--- src/rtl/cwColMulPkg.sv ---
package cwColMulPkg;

  // number of operand bit pairs whose weights add up to k
  function automatic int colTerms(input int n, input int k);
    int lo;
    int hi;
    lo = (k - n + 1 < 0) ? 0 : k - n + 1;
    hi = (k < n - 1) ? k : n - 1;
    return (hi >= lo) ? hi - lo + 1 : 0;
  endfunction

  // largest carry that can enter column k
  function automatic int maxCarryIn(input int n, input int k);
    int c;
    c = 0;
    for (int j = 0; j < k; j++) c = (colTerms(n, j) + c) >> 1;
    return c;
  endfunction

  // bits needed to represent values 0..v (at least one)
  function automatic int bitsFor(input int v);
    int w;
    w = $clog2(v + 1);
    return (w < 1) ? 1 : w;
  endfunction

  // width of the column sum at weight k
  function automatic int sumWidth(input int n, input int k);
    return bitsFor(colTerms(n, k) + maxCarryIn(n, k));
  endfunction

  // one carry width wide enough for every column boundary
  function automatic int carryWidth(input int n);
    int w;
    w = 1;
    for (int k = 0; k < 2 * n; k++)
      if (bitsFor(maxCarryIn(n, k)) > w) w = bitsFor(maxCarryIn(n, k));
    return w;
  endfunction

endpackage

--- src/rtl/cwPartials.sv ---
module cwPartials #(
  parameter int N = 4
) (
  input  logic [N-1:0]             opA,
  input  logic [N-1:0]             opB,
  output logic [2*N-2:0][N-1:0]    ppCols
);

  // column k, slot i holds opA[i] & opB[k-i] when that index is in range
  for (genvar k = 0; k < 2 * N - 1; k++) begin : g_col
    for (genvar i = 0; i < N; i++) begin : g_slot
      if ((k - i >= 0) && (k - i < N)) begin : g_pair
        assign ppCols[k][i] = opA[i] & opB[k-i];
      end else begin : g_pad
        assign ppCols[k][i] = 1'b0;
      end
    end
  end

endmodule

--- src/rtl/cwColumnSum.sv ---
module cwColumnSum #(
  parameter int N  = 4,
  parameter int CW = 2,
  parameter int SW = 3
) (
  input  logic [N-1:0]  pp,
  input  logic [CW-1:0] cin,
  output logic          resBit,
  output logic [CW-1:0] cout
);

  logic [SW-1:0] colSum;

  always_comb begin
    colSum = SW'(cin);
    for (int i = 0; i < N; i++) colSum = colSum + SW'(pp[i]);
  end

  assign resBit = colSum[0];
  assign cout   = CW'(colSum >> 1);

endmodule

--- src/rtl/cwColMul.sv ---
module cwColMul
  import cwColMulPkg::*;
#(
  parameter int N = 4
) (
  input  logic [N-1:0]   opA,
  input  logic [N-1:0]   opB,
  output logic [2*N-1:0] product
);

  localparam int NCOL = 2 * N - 1;
  localparam int CW   = carryWidth(N);

  logic [NCOL-1:0][N-1:0] ppCols;
  logic [NCOL:0][CW-1:0]  carryBus;

  cwPartials #(.N(N)) partialsInst (
    .opA    (opA),
    .opB    (opB),
    .ppCols (ppCols)
  );

  assign carryBus[0] = '0;

  for (genvar k = 0; k < NCOL; k++) begin : g_column
    localparam int SW = sumWidth(N, k);
    cwColumnSum #(.N(N), .CW(CW), .SW(SW)) sumInst (
      .pp     (ppCols[k]),
      .cin    (carryBus[k]),
      .resBit (product[k]),
      .cout   (carryBus[k+1])
    );
  end

  // the final carry is at most one; its upper bits stay zero (checked in the checker)
  assign product[2*N-1] = |carryBus[NCOL];

endmodule

--- config.mk ---
export PLATFORM = sky130hd
export DESIGN_NAME = cwColMul
export DESIGN_NICKNAME = d
export VERILOG_FILES = /design/src/rtl/cwColMulPkg.sv /design/src/rtl/cwPartials.sv /design/src/rtl/cwColumnSum.sv /design/src/rtl/cwColMul.sv
export SDC_FILE = /design/constraint.sdc
export NUM_CORES = 1
export LEC_CHECK = 0
export ABC_CLOCK_PERIOD_IN_PS = 20000
export BUFFER_PORTS_ARGS = -buffer_cell sky130_fd_sc_hd__clkbuf_2
export CAP_MARGIN = 40
export CORE_AREA = 4 4 41 43
export DETAILED_ROUTE_END_ITERATION = 6
export DIE_AREA = 0 0 45 47
export MAX_ROUTING_LAYER = met4
export PLACE_DENSITY_LB_ADDON = 0.3
export SLEW_MARGIN = 20
export SYNTH_ARGS = -nofsm -noshare
export SYNTH_HDL_FRONTEND = slang
export SYNTH_SLANG_ARGS = --single-unit
export TNS_END_PERCENT = 30
--- constraint.sdc ---
create_clock -name vclk -period 20
set_clock_uncertainty 0.2 [all_clocks]
set_input_delay 4 -clock vclk [all_inputs]
set_output_delay 4 -clock vclk [all_outputs]
set_load 0.1 [all_outputs]
# Word level (Yosys, flattened, before mapping)
# Index checks and enable logic that the tools add are counted.
# classes
n_addsub,14
n_bitwise,16
# op_table
operator,n
3-bit by 1-bit adder with 3-bit output,8
1-bit AND,16
2-bit by 1-bit adder with 3-bit output,3
1-bit by 1-bit adder with 2-bit output,2
2-bit by 1-bit adder with 2-bit output,1
# word_totals
register_bits,0
input_bits,8
output_inout_bits,8
word_cells,30

# Depth between registers and ports, before layout
# Gate-level depths: netlist (run 1).
# logic_depth
word_depth,15
mapped_depth,18
depth_no_buf,17

# Modules after synthesis
# From an unflattened synthesis (run 1), not the netlist that was laid out.
# hier_totals
hier_cells,59
hier_area_um2,653.1
# modules_own_cells
mod,n_inst,cells_each,area_each_um2,seq_area_each_um2
cwColumnSum at g_column[2].sumInst ...,4,3,60.1,0.0
cwPartials,1,29,193.9,0.0
cwColumnSum at g_column[1].sumInst ...,2,5,75.1,0.0
cwColumnSum at g_column[0].sumInst,1,6,58.8,0.0
cwColMul,1,2,10.0,0.0

# Worst setup path after synthesis (run 1)
# No wires, ideal clock.
# synth_timing
path_type,in2out
startpoint,input port opA[0]
endpoint,output port product[7]
t_arrival_ns,9.366
required_ns,15.800
path_slack_ns,6.434
cell_stages,17
path_buffers,0
cell_sequence,and2_1 -> ha_1 -> ha_1 -> fa_1 -> ha_1 -> fa_1 -> inv_1 -> fa_1 -> inv_1 -> fa_1 -> fa_1 -> ha_1 -> inv_1 -> fa_1 -> fa_1 -> fa_1 -> inv_1
# synth_between
elab_chain_len,15
elab_cells_between_ends,17
classes_between,14 x add/sub; 3 x bitwise
# synth_rtl
item,line_no,text
start: declaration,cwColMul.sv:6,"input logic [N-1:0] opA,"
1-bit AND,cwPartials.sv:13,assign ppCols[k][i] = opA[i] & opB[k-i];
1-bit by 1-bit adder with 2-bit output (2 in a row),cwColumnSum.sv:16,for (int i = 0; i < N; i++) colSum = colSum + SW'(pp[i]);
3-bit by 1-bit adder with 3-bit output (2 in a row),cwColumnSum.sv:16,
2-bit by 1-bit adder with 3-bit output (*),cwColumnSum.sv:16,
3-bit by 1-bit adder with 3-bit output (*) (3 in a row),cwColumnSum.sv:16,
2-bit by 1-bit adder with 3-bit output (*),cwColumnSum.sv:16,
3-bit by 1-bit adder with 3-bit output (*) (2 in a row),cwColumnSum.sv:16,
2-bit by 1-bit adder with 3-bit output (*),cwColumnSum.sv:16,
3-bit by 1-bit adder with 3-bit output (*),cwColumnSum.sv:16,
2-bit by 1-bit adder with 2-bit output (*),cwColumnSum.sv:16,
end: declaration,cwColMul.sv:8,output logic [2*N-1:0] product
# Mark *: on every way between the ends. The rest lies on a longest branch, timed or not.

# Worst setup path after layout (run 1)
# layout_timing
startpoint,input port opA[0]
endpoint,output port product[6]
# Same word-level chain as after synthesis.

==> results of run 1 <==
==> Yosys cell counts (all sizes together) <==
master | n | area [sq um]
buf | 7 | 52.6
ha | 4 | 50.1
nand2 | 5 | 18.8
inv | 9 | 33.8
fa | 8 | 160
and2 | 11 | 68.8
==> stage by stage <==
| stage | area [sq um] | hold WS (ps) | total power (uW) | util (%) | worst slack, ps |
|---|---|---|---|---|---|
| final | 430 | 8390 | 35.3 | 33.1 | 6240 |
| after floorplan | 384 | 8140 | 34.8 | - | 6430 |
| after global placement | 430 | 8400 | 36.0 | 33.1 | 6190 |
| after detailed placement | 430 | 8400 | 35.8 | 33.1 | 6210 |
| after global routing | 430 | 8420 | 37.7 | 33.1 | 6020 |
| after CTS | 430 | 8400 | 35.9 | 33.1 | 6190 |
==> metal layers <==
metal	part of all wire (%)	GRT usage [%]	wire (um)	vias to the layer above
li1	-	-	-	139
met1	41	8.39	240	126
met2	54	13.0	321	5
met3	4.6	0.383	27	0
met4	0	0	0	0
met5	0	-	0	-
==> worst max path at each step <==
stage                       from          to  slack [ps]
after CTS                 opA[0]  product[6]        6190
after global routing      opA[0]  product[6]        6020
after global placement    opA[0]  product[6]        6190
after detailed placement  opA[0]  product[6]        6210
final                     opA[0]  product[6]        6240
after floorplan           opA[0]  product[7]        6430
==> critical path, delay by kind of cell <==
family | cells | cell delay [ps]
adders and majority gates | 12 | 4630
buffers and inverters | 6 | 780
and+or+nand+nor | 1 | 150
==> layout by cell type, fill, tap and decap left out <==
master | Yosys | final
clkbuf_2 | 0 | 16
and2_1 | 11 | 11
inv_1 | 9 | 9
fa_1 | 8 | 8
nand2_1 | 5 | 5
ha_1 | 4 | 4
==> cell type report <==
type,instances,share of cell area (%)
Multi-Input combinational cell,28,69.2
Inverter,9,7.85
Timing Repair Buffer,16,18.6
Tap cell,15,4.36
==> cell families after synthesis <==
kind of cell	after synthesis	synth area share, %
buf+inv	16	22.5
fa+ha+maj	12	54.7
simple gates	16	22.8
==> power groups by stage <==
stage | registers [uW] | clock network (uW) | logic [uW]
after CTS | 0 | 0 | 35.9
after global placement | 0 | 0 | 36.0
after global routing | 0 | 0 | 37.7
after detailed placement | 0 | 0 | 35.8
final | 0 | 0 | 35.3
after floorplan | 0 | 0 | 34.8
==> flow_metrics.py, run 1 <==
metrics = {
    "global_route": {
        "antenna_found_initial": 0,
        "grt_pass1_wl_um": 1090,
        "track_usage_pct": 6.83,
        "grt_max_degree": 5,
        "grt_pass1_vias": 278,
        "globalRouteOverflowTotal": 0,
    },
    "outcome": {
        "status": "finished clean",
    },
    "logic_synthesis": {
        "ys_seq_area_share_pct": 0,
        "yosysWarnings": 0,
        "synth_area_sq_um": 384,
        "synth_fp_nets": 64,
        "postSynthCellCount": 44,
        "synth.distinct_cells": 6,
        "syn_avg_cell_area_sq_um": 8.73,
    },
    "timing": {
        "max-slew-margin-rel_pct": 64.0,
        "setup-tns-final_ps": 0,
        "timing.final.crit_share_pct": 68.8,
        "rsz0062_at_grt": "false",
        "setup_viol": 0,
        "fmax_ghz": 0.0727,
        "finalHoldViolCount": 0,
        "max_slew.worst_pin.slew_ps": 542,
        "finalMaxSlewViolations": 0,
        "min_period_ps": 13760,
    },
    "power_and_ir_drop": {
        "seq_power_share_pct": 0,
        "combPwrFrac_pct": 100.0,
        "power.density_nw_per_um2": 82.0,
        "ir_worst_vdd_v": 0.0000330,
        "switching_share_pct": 83.3,
        "internal_power_uw": 5.89,
        "p_clk_share_pct": 0,
        "p_leak_uw": 0.000248,
        "p_sw_uw": 29.4,
    },
    "drt": {
        "drt_iter0_drc": 5,
        "post_drt_wl_per_cell_um": 8.66,
        "drt-total-wl_um": 589,
        "first_pass_iters": 3,
        "drc_errors": 0,
        "vias": 270,
        "ant_nets": 0,
        "viasPerCell": 3.97,
    },
    "place": {
        "finalWeightedCongestion": 0.769,
        "dpl.hpwl_um": 579,
        "place_inst": 68,
        "io_buffers": 16,
    },
    "finish": {
        "clockBufferCount": 0,
        "drive_above_1_share_pct": 30.2,
        "multiInputGateArea_sq_um": 298,
        "area_growth_pct": 12.1,
        "final_net_count": 75,
        "seq_cells": 0,
        "regArea_sq_um": 0,
        "diodes": 0,
        "instances_no_fill": 68,
        "fillers": 155,
    },
    "die": {
        "chipHeight_um": 47,
        "dieArea_sq_um": 2120,
        "fp-row-count": 13,
        "initial_core_util_pct": 29.5,
        "pin_count": 16,
        "coreArea_sq_um": 1300,
        "die_x_um": 45,
    },
    "critical_path": {
        "cp_slowest_cell": "fa_1",
        "startpoint_type": "input pin",
        "cpPeakStageDelay_ps": 560,
        "cp-end-kind": "output pin",
        "crit_chain": "clkbuf_2 > and2_1 > ha_1 > ha_1 > fa_1 > ha_1 > fa_1 > inv_1 > fa_1 > inv_1 > fa_1 > fa_1 > ha_1 > inv_1 > fa_1 > fa_1 > fa_1 > inv_1 > clkbuf_2",
        "cp.arrival_ps": 9560,
        "criticalPathCategory": "input pin to output pin",
        "required_ps": 15800,
        "crit_top_cell": "fa_1",
        "path_max_fanout": 4,
    },
    "clock_tree": {
        "hold_buffers": 0,
        "cts_resized": 0,
        "cts_setup_buffers": 0,
    },
    "flow_run": {
        "max-cap-violations": 0,
    },
    "hold_path": {
        "hold_depth": 3,
        "holdPathEnd": "product[0]",
        "hp-start": "opA[0]",
        "hold_class": "input pin to output pin",
    },
}
(Power assumes the default switching activity.)
==> inputs of run 2 (changes only) <==
--- a/config.mk
+++ b/config.mk
@@ -5,7 +5,8 @@
 export SDC_FILE = /design/constraint.sdc
 export NUM_CORES = 1
 export LEC_CHECK = 0
-export ABC_CLOCK_PERIOD_IN_PS = 20000
+export ABC_AREA = 1
+export ABC_CLOCK_PERIOD_IN_PS = 11400
 export BUFFER_PORTS_ARGS = -buffer_cell sky130_fd_sc_hd__clkbuf_2
 export CAP_MARGIN = 40
 export CORE_AREA = 4 4 41 43
==> constraint.sdc (replaced) <==
create_clock -name vclk -period 11.4
set_clock_uncertainty 0.2 [all_clocks]
set_input_delay 2.28 -clock vclk [all_inputs]
set_output_delay 2.28 -clock vclk [all_outputs]
set_load 0.1 [all_outputs]
==> run 2 against run 1 <==
Count of clock-buffer cells in the layout unchanged. Sequential share of layout area did not move. Die area stayed put. Worst setup slack worse by 5100 ps. First-iteration DRC count is 100% lower. Via count rose by 11%. Largest cell class unchanged.
==> flow_metrics.py, run 2 <==
metrics = {
    "timing": {
        "min_period_ps": 10290,
        "finalHoldViolCount": 0,
        "max-slew-margin-rel_pct": 63.9,
        "timing.final.crit_share_pct": 90.3,
        "fmax_ghz": 0.0972,
        "rsz0062_at_grt": "false",
        "setup-tns-final_ps": 0,
        "setup_viol": 0,
        "finalMaxSlewViolations": 0,
        "max_slew.worst_pin.slew_ps": 544,
    },
    "logic_synthesis": {
        "synth.distinct_cells": 5,
        "postSynthCellCount": 55,
        "syn_avg_cell_area_sq_um": 7.23,
        "yosysWarnings": 0,
        "synth_area_sq_um": 398,
        "ys_seq_area_share_pct": 0,
        "synth_fp_nets": 75,
        "netlist_top_cells_count": "20 x inv_1, 16 x nand2_1, 8 x fa_1",
        "synth_area_leader_cell": "fa_1",
        "synth.most_common_cell": "inv_1",
        "netlist.area_leader.share_pct": 40.3,
        "synth_area_leaders": "fa_1 40%, inv_1 19%, nand2_1 15%, buf_4 13%, ha_1 13%",
    },
    "hold_path": {
        "holdPathEnd": "product[0]",
        "hp-start": "opA[0]",
        "hold_class": "input pin to output pin",
        "hold_depth": 4,
    },
    "global_route": {
        "grt_max_degree": 5,
        "track_usage_pct": 7.74,
        "grt_pass1_wl_um": 1200,
        "globalRouteOverflowTotal": 0,
        "antenna_found_initial": 0,
        "grt_pass1_vias": 292,
    },
    "power_and_ir_drop": {
        "ir_worst_vdd_v": 0.0000610,
        "power.density_nw_per_um2": 141,
        "p_leak_uw": 0.000329,
    },
    "flow_run": {
        "max-cap-violations": 0,
    },
    "drt": {
        "top_layer": "met3",
        "drt_iter0_drc": 0,
        "viasPerCell": 3.78,
        "ant_nets": 0,
        "drt-total-wl_um": 689,
        "post_drt_wl_per_cell_um": 8.72,
        "wl_met2_um": 414,
        "wl_met3_um": 14,
        "drt-met1-wl_um": 261,
        "first_pass_iters": 1,
        "vias": 299,
        "drc_errors": 0,
    },
    "finish": {
        "clockBufferCount": 0,
        "final_cell_mix": "20 x inv_1, 16 x nand2_1, 16 x clkbuf_2",
        "drive_above_1_share_pct": 25.0,
        "final_common_cell": "inv_1",
        "area_growth_pct": 11.6,
        "diodes": 0,
        "final_net_count": 86,
        "seq_cells": 0,
        "regArea_sq_um": 0,
        "final_util_pct": 34.1,
    },
    "critical_path": {
        "cp_slowest_cell": "fa_1",
        "crit_family": "adder cells",
        "cpPeakStageDelay_ps": 560,
        "cp.arrival_ps": 7810,
        "required_ps": 8920,
        "criticalPathCategory": "input pin to output pin",
        "startpoint_type": "input pin",
        "crit_top_cell": "fa_1",
        "path_max_fanout": 4,
        "crit_buf_inv": 7,
        "cp-end-kind": "output pin",
        "crit_chain": "clkbuf_2 > nand2_1 > inv_1 > ha_1 > ha_1 > fa_1 > ha_1 > fa_1 > inv_1 > fa_1 > inv_1 > fa_1 > fa_1 > ha_1 > inv_1 > fa_1 > fa_1 > fa_1 > inv_1 > clkbuf_2",
        "cp-startpoint": "opA[0]",
    },
    "die": {
        "initial_core_util_pct": 30.6,
        "dieArea_sq_um": 2120,
        "chipHeight_um": 47,
        "fp-row-count": 13,
        "die_x_um": 45,
        "pin_count": 16,
        "coreArea_sq_um": 1300,
    },
    "place": {
        "finalWeightedCongestion": 0.747,
        "dpl.hpwl_um": 691,
        "io_buffers": 16,
    },
    "clock_tree": {
        "cts_setup_buffers": 0,
        "cts_resized": 0,
        "hold_buffers": 0,
    },
    "outcome": {
        "status": "finished clean",
    },
}
==> run 2: changes by cell type after synthesis, sizes merged <==
cell   delta
and2     -11
inv      +11
nand2    +11
==> run 2: where the power goes <==
group / leakage [uW] / internal, uW / switching (uW) / total (uW)
registers: 0 / 0 / 0 / 0
logic: 0.000329 / 10.0 / 52.4 / 62.4
clock network: 0 / 0 / 0 / 0
total: 0.000329 / 10.0 / 52.4 / 62.4
==> run 2: metrics by stage <==
step	total power, uW	setup WS (ps)	instances	hold WS [ps]	area (sq um)
floorplan	61.2	1340	55	4640	398
global placement	62.8	1100	79	4930	444
detailed placement	63.4	1050	79	4930	444
CTS	63.4	1050	79	4930	444
global route	66.7	853	79	4950	444
finish	62.4	1110	79	4930	444
==> run 2: final cells by class <==
| type | instances | area, sq um |
|---|---|---|
| fillers | 159 | 857 |
| inverters | 20 | 75.1 |
| multi-input cells | 28 | 270 |
| well taps | 15 | 18.8 |
| repair buffers | 16 | 80.1 |
==> run 2: worst max path at each step <==
| stage | end | slack [ps] | cells past startpoint |
|---|---|---|---|
| floorplan | product[7] | 1340 | 18 |
| global placement | product[6] | 1100 | 20 |
| detailed placement | product[6] | 1050 | 20 |
| CTS | product[6] | 1050 | 20 |
| global route | product[6] | 850 | 20 |
| finish | product[6] | 1110 | 20 |
==> run 2: cell families (layout without fill, tap and decap cells) <==
family        count (synthesis)  in the layout  synth area share [%]
fa+ha+maj                    12             12                  52.8
simple gates                 16             16                  15.1
buf+inv                      27             36                  32.1
==> run 2: worst min-delay path: stages <==
cell and delay [ps]:
clkbuf_2 110, nand2_1 70, inv_1 30, clkbuf_2 350
==> run 2: layer usage <==
layer	up-vias	GRT usage [%]
met5	-	-
met4	0	0
met3	0	0
met2	3	16.1
met1	134	8.62
li1	162	-
==> inputs of run 3 (changes only) <==
--- a/config.mk
+++ b/config.mk
@@ -5,13 +5,12 @@
 export SDC_FILE = /design/constraint.sdc
 export NUM_CORES = 1
 export LEC_CHECK = 0
-export ABC_AREA = 1
-export ABC_CLOCK_PERIOD_IN_PS = 11400
 export BUFFER_PORTS_ARGS = -buffer_cell sky130_fd_sc_hd__clkbuf_2
 export CAP_MARGIN = 40
 export CORE_AREA = 4 4 41 43
 export DETAILED_ROUTE_END_ITERATION = 6
 export DIE_AREA = 0 0 45 47
+export GPL_TIMING_DRIVEN = 1
 export MAX_ROUTING_LAYER = met4
 export PLACE_DENSITY_LB_ADDON = 0.3
 export SLEW_MARGIN = 20
==> run 3 against run 2 <==
Combinational power decreased by 0.6%. Sequential share of layout area stayed put. Global-route usage down 0.18 points. Critical endpoint unchanged. Worst hold slack improved by 31 ps. Flip-flop and latch count unchanged. Via count fell by 9.7%. Cell count down 14%. Largest power group unchanged.
==> flow_metrics.py, run 3 (synthesized netlist as in run 1, its figures left out) <==
metrics = {
    "power_and_ir_drop": {
        "switching_share_pct": 83.3,
        "p_leak_uw": 0.000248,
        "seq_power_share_pct": 0,
        "p_clk_share_pct": 0,
        "p_sw_uw": 51.6,
        "combPwrFrac_pct": 100.0,
        "ir_worst_vdd_v": 0.0000794,
        "internal_power_uw": 10.4,
        "power.density_nw_per_um2": 144,
    },
    "finish": {
        "area_growth_pct": 12.1,
        "fillers": 159,
        "drive_above_1_share_pct": 30.2,
        "regArea_sq_um": 0,
        "final_net_count": 75,
        "seq_cells": 0,
        "final_common_cell": "clkbuf_2",
        "diodes": 0,
        "final_cell_mix": "16 x clkbuf_2, 11 x and2_1, 9 x inv_1",
        "clockBufferCount": 0,
    },
    "die": {
        "chipHeight_um": 47,
        "fp-row-count": 13,
        "pin_count": 16,
        "dieArea_sq_um": 2120,
        "initial_core_util_pct": 29.5,
        "die_x_um": 45,
        "coreArea_sq_um": 1300,
    },
    "place": {
        "io_buffers": 16,
        "finalWeightedCongestion": 0.682,
        "dpl.hpwl_um": 607,
    },
    "clock_tree": {
        "hold_buffers": 0,
        "cts_resized": 0,
        "cts_setup_buffers": 0,
    },
    "drt": {
        "post_drt_wl_per_cell_um": 9.12,
        "viasPerCell": 3.97,
        "drc_errors": 0,
        "first_pass_iters": 2,
        "drt_iter0_drc": 1,
        "ant_nets": 0,
        "drt-total-wl_um": 620,
        "vias": 270,
    },
    "flow_run": {
        "max-cap-violations": 0,
    },
    "critical_path": {
        "criticalPathCategory": "input pin to output pin",
        "cp.arrival_ps": 7860,
        "cp-end-kind": "output pin",
        "path_max_fanout": 4,
        "startpoint_type": "input pin",
        "required_ps": 8920,
    },
    "global_route": {
        "track_usage_pct": 7.55,
        "grt_pass1_vias": 295,
        "antenna_found_initial": 0,
        "grt_max_degree": 5,
        "globalRouteOverflowTotal": 0,
        "grt_pass1_wl_um": 1210,
    },
    "timing": {
        "fmax_ghz": 0.0967,
        "finalHoldViolCount": 0,
        "finalMaxSlewViolations": 0,
        "holdWs_ps": 4960,
        "max_slew.worst_pin.slew_ps": 543,
        "rsz0062_at_grt": "false",
        "timing.final.crit_share_pct": 90.7,
        "setup-tns-final_ps": 0,
        "min_period_ps": 10340,
        "max-slew-margin-rel_pct": 63.9,
        "setup_viol": 0,
    },
    "hold_path": {
        "hold_class": "input pin to output pin",
    },
    "outcome": {
        "status": "finished clean",
    },
}
run 3: through the flow:
stage | std cells | util, % | area, sq um | power, uW | setup WS (ps)
after floorplan | 44 | - | 384 | 61.1 | 1270
after global placement | 68 | 33.1 | 430 | 62.8 | 1030
after detailed placement | 68 | 33.1 | 430 | 62.9 | 1040
after CTS | 68 | 33.1 | 430 | 63.1 | 1030
after global routing | 68 | 33.1 | 430 | 67.1 | 777
final | 68 | 33.1 | 430 | 62.0 | 1060
run 3: worst paths after layout:
| check | end | slack, ps | cells after the start | from |
|---|---|---|---|---|
| max | product[6] | 1060 | 19 | opA[0] |
| min | product[0] | 4960 | 3 | opA[0] |
run 3: area by class of cell:
cell class	instances	area, sq um	area share (%)
inverter	9	33.8	7.85
multi-input combinational	28	298	69.2
tap	15	18.8	4.36
timing repair buffer	16	80.1	18.6
run 3: power by group through the flow:
stage               registers [uW]  logic (uW)  clock network [uW]
floorplan                        0        61.1                   0
global placement                 0        62.8                   0
detailed placement               0        62.9                   0
CTS                              0        63.1                   0
global route                     0        67.1                   0
finish                           0        62.0                   0
run 3: critical path, stage by stage:
cell      delay (ps)
clkbuf_2         100
and2_1           160
ha_1             200
ha_1             310
fa_1             400
ha_1             300
fa_1             540
inv_1             50
fa_1             410
inv_1             70
fa_1             430
fa_1             560
ha_1             140
inv_1             50
fa_1             460
fa_1             420
fa_1             450
inv_1             60
clkbuf_2         440
run 3: layer usage:
metal	up-vias	GRT usage (%)	wire length, um
li1	139	-	-
met2	5	13.8	330
met3	0	0.766	35
met5	-	-	0
met1	126	9.49	254
met4	0	0	0
